`src/rtl/f2h_pkg.sv`:
```
package f2h_pkg;

   typedef enum logic [2:0] {
      CLS_ZERO = 3'd0,
      CLS_SUB  = 3'd1,
      CLS_NORM = 3'd2,
      CLS_OVF  = 3'd3,
      CLS_INF  = 3'd4,
      CLS_NAN  = 3'd5
   } f2h_class_e;

   function automatic int f2h_bias(input int exp_w);
      return (1 << (exp_w - 1)) - 1;
   endfunction

endpackage

```
`src/rtl/f2h_classify.sv`:
```
module f2h_classify
   import f2h_pkg::*;
#(
   parameter int EXP_IN   = 8,
   parameter int FRAC_IN  = 23,
   parameter int EXP_OUT  = 5,
   parameter int FRAC_OUT = 10,
   parameter int SH_W     = $clog2(FRAC_IN + 2)
) (
   input  logic [EXP_IN-1:0]  exp_field,
   input  logic               frac_nz,
   output f2h_class_e         cls,
   output logic [SH_W-1:0]    shamt,
   output logic [EXP_OUT-1:0] exp_add
);
   localparam int IN_BIAS  = f2h_bias(EXP_IN);
   localparam int OUT_BIAS = f2h_bias(EXP_OUT);
   localparam int NORM_MIN = 1 - OUT_BIAS;
   localparam int SUB_MIN  = NORM_MIN - (FRAC_OUT + 1);
   localparam int BASE_SH  = FRAC_IN - FRAC_OUT;
   localparam int EXP_MAX  = (1 << EXP_IN) - 1;

   int unb;
   int sh;
   int ea;

   always_comb begin
      unb = int'(exp_field) - IN_BIAS;
      sh  = BASE_SH;
      ea  = 0;
      if (int'(exp_field) == EXP_MAX) begin
         cls = frac_nz ? CLS_NAN : CLS_INF;
      end else if (unb < SUB_MIN) begin
         cls = CLS_ZERO;
      end else if (unb > OUT_BIAS) begin
         cls = CLS_OVF;
      end else if (unb < NORM_MIN) begin
         cls = CLS_SUB;
         sh  = BASE_SH + (NORM_MIN - unb);
      end else begin
         cls = CLS_NORM;
         ea  = unb + OUT_BIAS - 1;
      end
      shamt   = sh[SH_W-1:0];
      exp_add = ea[EXP_OUT-1:0];
   end

   // the subnormal shift never exceeds the significand width
   always_comb begin
      assert_shift_range_R8: assert (int'(shamt) <= FRAC_IN + 1);
   end

endmodule

```
`src/rtl/f2h_align.sv`:
```
module f2h_align #(
   parameter int SIG_W  = 24,
   parameter int KEEP_W = 11,
   parameter int SH_W   = $clog2(SIG_W + 1)
) (
   input  logic [SIG_W-1:0]  sig,
   input  logic [SH_W-1:0]   shamt,
   output logic [KEEP_W-1:0] kept,
   output logic              guard,
   output logic              sticky
);
   localparam int WIDE = 2 * SIG_W;

   logic [WIDE-1:0] stage [SH_W+1];

   assign stage[0] = {sig, {SIG_W{1'b0}}};

   for (genvar k = 0; k < SH_W; k++) begin : g_shift
      assign stage[k+1] = shamt[k] ? (stage[k] >> (1 << k)) : stage[k];
   end

   logic [SIG_W-KEEP_W-1:0] kept_hi;

   assign kept_hi = stage[SH_W][WIDE-1:SIG_W+KEEP_W];
   assign kept    = stage[SH_W][SIG_W+KEEP_W-1:SIG_W];
   assign guard   = stage[SH_W][SIG_W-1];
   assign sticky  = |stage[SH_W][SIG_W-2:0];

   // the aligned result always fits in the kept field
   always_comb begin
      assert_align_fit_R7: assert (kept_hi == '0);
   end

endmodule

```
`src/rtl/f2h_round.sv`:
```
module f2h_round #(
   parameter int EXP_OUT  = 5,
   parameter int FRAC_OUT = 10
) (
   input  logic [FRAC_OUT:0]           kept,
   input  logic [EXP_OUT-1:0]          exp_add,
   input  logic                        guard,
   input  logic                        sticky,
   output logic [EXP_OUT+FRAC_OUT-1:0] mag
);
   localparam int MAG_W = EXP_OUT + FRAC_OUT;

   logic [MAG_W-1:0] base;
   logic             bump;

   assign base = {exp_add, {FRAC_OUT{1'b0}}} + MAG_W'(kept);
   assign bump = guard & (sticky | base[0]);
   assign mag  = base + MAG_W'(bump);

   // an increment never wraps the magnitude past the infinity code
   always_comb begin
      assert_no_wrap_R10: assert (base != {MAG_W{1'b1}});
   end

endmodule

```
`src/rtl/f32_to_f16_cvt.sv`:
```
module f32_to_f16_cvt
   import f2h_pkg::*;
#(
   parameter int IN_W     = 32,
   parameter int EXP_IN   = 8,
   parameter int FRAC_IN  = 23,
   parameter int OUT_W    = 16,
   parameter int EXP_OUT  = 5,
   parameter int FRAC_OUT = 10
) (
   input  logic             clk,
   input  logic             rst,
   input  logic             in_valid,
   input  logic [IN_W-1:0]  in_data,
   output logic             out_valid,
   output logic [OUT_W-1:0] out_data
);
   localparam int SIG_W    = FRAC_IN + 1;
   localparam int KEEP_W   = FRAC_OUT + 1;
   localparam int SH_W     = $clog2(SIG_W + 1);
   localparam int MAG_W    = EXP_OUT + FRAC_OUT;
   localparam int IN_BIAS  = f2h_bias(EXP_IN);
   localparam int OUT_BIAS = f2h_bias(EXP_OUT);
   localparam int ZERO_EXP = IN_BIAS + (1 - OUT_BIAS) - (FRAC_OUT + 1);
   localparam logic [MAG_W-1:0] INF_MAG  = {{EXP_OUT{1'b1}}, {FRAC_OUT{1'b0}}};
   localparam logic [OUT_W-1:0] CANON_NAN = {1'b0, {(OUT_W-1){1'b1}}};

   if (IN_W != 1 + EXP_IN + FRAC_IN) begin : g_bad_in
      $error("input width does not match exponent and fraction widths");
   end
   if (OUT_W != 1 + EXP_OUT + FRAC_OUT) begin : g_bad_out
      $error("output width does not match exponent and fraction widths");
   end
   if (EXP_OUT >= EXP_IN || FRAC_OUT >= FRAC_IN) begin : g_bad_narrow
      $error("output format must be narrower than input format");
   end

   logic                sign;
   logic [EXP_IN-1:0]   exp_f;
   logic [FRAC_IN-1:0]  frac_f;
   f2h_class_e          cls;
   logic [SH_W-1:0]     shamt;
   logic [EXP_OUT-1:0]  exp_add;
   logic [KEEP_W-1:0]   kept;
   logic                guard;
   logic                sticky;
   logic [MAG_W-1:0]    mag;
   logic [OUT_W-1:0]    result;

   assign sign   = in_data[IN_W-1];
   assign exp_f  = in_data[IN_W-2:FRAC_IN];
   assign frac_f = in_data[FRAC_IN-1:0];

   f2h_classify #(
      .EXP_IN(EXP_IN), .FRAC_IN(FRAC_IN),
      .EXP_OUT(EXP_OUT), .FRAC_OUT(FRAC_OUT), .SH_W(SH_W)
   ) u_cls (
      .exp_field(exp_f),
      .frac_nz  (|frac_f),
      .cls      (cls),
      .shamt    (shamt),
      .exp_add  (exp_add)
   );

   f2h_align #(.SIG_W(SIG_W), .KEEP_W(KEEP_W), .SH_W(SH_W)) u_aln (
      .sig   ({1'b1, frac_f}),
      .shamt (shamt),
      .kept  (kept),
      .guard (guard),
      .sticky(sticky)
   );

   f2h_round #(.EXP_OUT(EXP_OUT), .FRAC_OUT(FRAC_OUT)) u_rnd (
      .kept   (kept),
      .exp_add(exp_add),
      .guard  (guard),
      .sticky (sticky),
      .mag    (mag)
   );

   always_comb begin
      unique case (cls)
         CLS_ZERO:          result = {sign, {MAG_W{1'b0}}};
         CLS_SUB, CLS_NORM: result = {sign, mag};
         CLS_OVF, CLS_INF:  result = {sign, INF_MAG};
         default:           result = CANON_NAN;
      endcase
   end

   always_ff @(posedge clk) begin
      if (rst) begin
         out_valid <= 1'b0;
         out_data  <= '0;
      end else begin
         out_valid <= in_valid;
         if (in_valid) out_data <= result;
      end
   end

   logic in_nan, in_inf, in_tiny;
   assign in_nan  = (&exp_f) & (|frac_f);
   assign in_inf  = (&exp_f) & ~(|frac_f);
   assign in_tiny = int'(exp_f) < ZERO_EXP;

   assert_valid_follow_R1: assert property (@(posedge clk) disable iff (rst)
      !$past(rst) |-> out_valid == $past(in_valid));

   assert_sign_copy_R2: assert property (@(posedge clk) disable iff (rst)
      out_valid && !$past(rst) && !$past(in_nan) |-> out_data[OUT_W-1] == $past(sign));

   assert_inf_in_R3: assert property (@(posedge clk) disable iff (rst)
      out_valid && !$past(rst) && $past(in_inf) |-> out_data[MAG_W-1:0] == INF_MAG);

   assert_nan_canon_R4: assert property (@(posedge clk) disable iff (rst)
      out_valid && !$past(rst) && $past(in_nan) |-> out_data == CANON_NAN);

   assert_tiny_zero_R5: assert property (@(posedge clk) disable iff (rst)
      out_valid && !$past(rst) && $past(in_tiny) |-> out_data[MAG_W-1:0] == '0);

endmodule

```
`config.mk`:
```
export PLATFORM = sky130hd
export DESIGN_NAME = f32_to_f16_cvt
export DESIGN_NICKNAME = d
export VERILOG_FILES = /design/src/rtl/f2h_pkg.sv /design/src/rtl/f2h_classify.sv /design/src/rtl/f2h_align.sv /design/src/rtl/f2h_round.sv /design/src/rtl/f32_to_f16_cvt.sv
export SDC_FILE = /design/constraint.sdc
export NUM_CORES = 1
export LEC_CHECK = 0
export BUFFER_PORTS_ARGS = -buffer_cell sky130_fd_sc_hd__buf_4
export CELL_PAD_IN_SITES_DETAIL_PLACEMENT = 1
export CELL_PAD_IN_SITES_GLOBAL_PLACEMENT = 1
export CORE_AREA = 2 2 128 99
export DETAILED_ROUTE_END_ITERATION = 7
export DIE_AREA = 0 0 130 101
export GPL_TIMING_DRIVEN = 0
export PLACE_DENSITY_LB_ADDON = 0.1
export SYNTH_ARGS = -nofsm -noshare
export SYNTH_HDL_FRONTEND = slang
export SYNTH_SLANG_ARGS = --single-unit
export TNS_END_PERCENT = 30
```
`constraint.sdc`:
```
create_clock -name clk -period 9.2 [get_ports clk]
set_input_delay 0.46 -clock clk [delete_from_list [all_inputs] [get_ports clk]]
set_output_delay 0.46 -clock clk [all_outputs]
set_load 0.02 [all_outputs]
```
==> results.md <==
- Status: completed
- DP Wirelength: 13290 µm
- Area share of and/or/nand/nor cells after synthesis: 32.35%
- M1 GR Usage: 36.84%
- Clock slew at reported path FFs: 0.06 ns
- Post-layout min period: 6.900 ns
- CP cell instances: buf_4 -> ha_1 -> xor2_1 -> inv_1 -> ha_1 -> nand2b_1 -> mux2i_1 -> nor2_1 -> buf_4 -> buf_4 -> nor4_1 -> a221oi_1 -> mux2i_1 -> a22oi_1 -> nor2_1 -> ha_1 -> ha_1 -> xnor2_1 -> or4_4 -> or4_1 -> o211ai_1
- Post-CTS setup buffer count: 0
- Post-DRT Antenna Nets: 0
- Routed len/inst: 23.17 µm
- Core area: 11960 µm²
- CP arrival: 7.07 ns
- Drt first pass iters: 5
- Nets: 595
- Compound-Gate Fraction of Synth Area: 41.18%
- Setup TNS: 0 ns
- CTS max path bufs: 2
- 1st-iter DRT viols: 332
- Vias/cell: 6.283
- Gate Count Post-Synth: 500
- PD cells: 91.12 nW/µm²
- Diode count: 0
- Routability cong.: 0.9353
- Die Ht: 101 µm
- Met2 Use GR: 39.67%
- Total gr overflow: 0
- # placed instances: 714
- Critical Path End Type: flop
- Crit path depth: 21
- Top-count cell post-synth: nor2_1
- Max Transition Viols Final: 0
- Startpoint Class: input pin
- Fin Clk Skew: 0 ns
- FFs w/ async S/R, synth: 0%
- Unrepaired setup endpoints after global routing: no
- Global-route wire length before repair: 26250 µm
- Worst-margin pin slew: 1.387 ns
- Final setup viols: 0
- Clk root buf: clkbuf_16
- Synth cell count leaders: 58 x nor2_1, 52 x nand2_1, 28 x a21oi_1
- Layout fillers: 1510
- Peak Freq: 0.1449 GHz
- WP buf/inv: 4
- Post-synth EDFFs: 0
- Crit-path slowest cell: a221oi_1
- Synth area leader: dfxtp_1
- Yosys cell types: 86
- Critical path class: in2reg
- Fraction of layout cells with a size suffix above 1: 18.48%
- Avg Cell Area, Syn: 7.024 µm²
- CP Max Fanout: 10
- Largest family of logic cells by synthesized area: compound AO/OA/AOI/OAI gates
- Site Rows: 35
- Top_reg_cell synth: dfxtp_1
- Final Hold Fails: 0
- Top-area cell type share of the netlist area: 9.690%
- Worst vdd ir: 66.99 µV
- IO buf count: 48
- Routed via count: 4511
- CTS Sinks: 17
- Largest net degree at the start of global routing: 11
- Post-synthesis sequential area ratio: 9.690%
- GR Util All Layers: 25.51%
- Crit path largest cell delay: 0.77 ns
- Vias in the first global route: 4599
- Post-Synth XOR/XNOR Area: 2.993%
- Critical path's top delay family: simple AND/OR/NAND/NOR gates
- Post-Syn Area: 3512 µm²
- CTS buffer count: 3
- Chip width: 130 µm
- Most frequent CP cell: ha_1
- Non-Filler Instances: 718
- Mux cell area share after synthesis: 5.130%
- Met3 Use GR: 3.556%
- Hold Path Class: in2reg
- Yosys warns: 0
- Largest cells by area after synthesis: dfxtp_1 9.7%, nor2_1 6.2%, nand2_1 5.6%
- Htree depth: 1
- Synth Register Bits: 17
- # IOs: 52
- Hold Crit Depth: 3
- DRC viols: 0
- Area grow syn2layout: 18.45%
- Area of the die: 13130 µm²
- Hold-fix buffers at CTS: 0
- Reg2Reg Depth: 5
- Clock Latency Late Sink: 0.24 ns
- Final WL: 16640 µm
- Initial antenna violation count: 0
- Resized cells post-CTS: 0
- Starting Density: 29.38%
- Synth Area in Adders: 2.494%
- Worst slew margin: 5.171%
- Busiest grt layer: met2
- Max-Cap Viols: 0
- Synth Net Count: 542
- CP Data Required Time: 9.37 ns
- Fin crit share: 75.00%
- CTS tree: done
- P_leak: 0.001496 µW
[flip-flops by register name (all words and copies together), names as in the netlist]
name / count
out_data: 16
out_valid: 1
[power breakdown]
| group | total (µW) | switching (µW) | leakage [µW] | internal [µW] |
|---|---|---|---|---|
| sequential | 81.6 | 2.68 | 0.000141 | 79.0 |
| combinational | 210 | 137 | 0.00131 | 73.4 |
| clock | 87.4 | 29.3 | 0.0000409 | 58.2 |
| total | 379 | 169 | 0.00150 | 211 |
[through the flow]
step	hold WS (ns)	util [%]	setup slack (ns)	instance area [µm²]	total power, µW
floorplan	0.5469	-	4.213	3512	212.8
global placement	0.4729	34.13	2.308	4080	286.0
detailed placement	0.4792	34.13	2.258	4080	288.3
CTS	0.4500	34.80	2.481	4160	376.8
global route	0.4769	34.80	1.970	4160	402.7
finish	0.4465	34.80	2.300	4160	379.1
[worst reg2reg max path: cells and delay by family (launching register included)]
| kind | cells | cell delay (ns) |
|---|---|---|
| AO/OA/AOI/OAI | 1 | 0.12 |
| AND/OR/NAND/NOR | 4 | 0.72 |
| flip-flops | 1 | 0.34 |
[routing by layer]
metal / wire length, µm / part of all wire (%) / vias up
met5: 0 / 0 / -
met4: 423 / 2.5 / 0
met3: 1072 / 6.4 / 27
met2: 7186 / 43 / 173
met1: 7953 / 48 / 2236
li1: - / - / 2075
[area by class of cell]
type                    instances  area (µm²)  share of cell area (%)
clock buffers                   3       75.07                   1.805
multi-input cells             439        2955                   71.04
flip-flops and latches         17       340.3                   8.180
inverters                      12       45.04                   1.083
repair buffers                 48       360.3                   8.662
clock inverters                 1       5.005                  0.1203
plain buffers                  32       171.4                   4.120
well taps                     166       207.7                   4.992
[final timing paths]
check          startpoint            to  slack (ns)
max           in_data[24]  out_data[13]        2.30
min           in_data[31]  out_data[15]        0.45
min reg2reg  out_data[14]  out_data[14]        0.49
max reg2reg  out_data[13]  out_data[13]        7.94
[cells in the final DEF (no fill, tap or decap), types with 6 or more instances in the layout]
cell type	count
o31ai_1	12
o211ai_1	6
a221oi_1	7
o21ai_0	27
nand2b_1	7
nor3_1	15
xor2_1	6
nor2_1	58
nand3_1	21
a2111oi_0	8
clkbuf_1	17
or3_1	6
xnor2_1	6
o22ai_1	11
mux2_2	8
dfxtp_1	17
nand2_1	52
o2bb2ai_1	7
ha_1	7
a21oi_1	28
inv_1	12
nor4_1	16
buf_4	52
a31oi_1	6
mux2i_1	9
a2bb2oi_1	6
[cells by family (layout without fill, tap and decap cells)]
family                   Yosys count  after routing
multiplexers                      17             17
XOR/XNOR                          12             12
flip-flops                        17             17
buffers and inverters             44             96
AND/OR/NAND/NOR                  216            216
AO/OA/AOI/OAI                    187            187
adder cells (fa/ha/maj)            7              7
(Power assumes the default switching activity.)
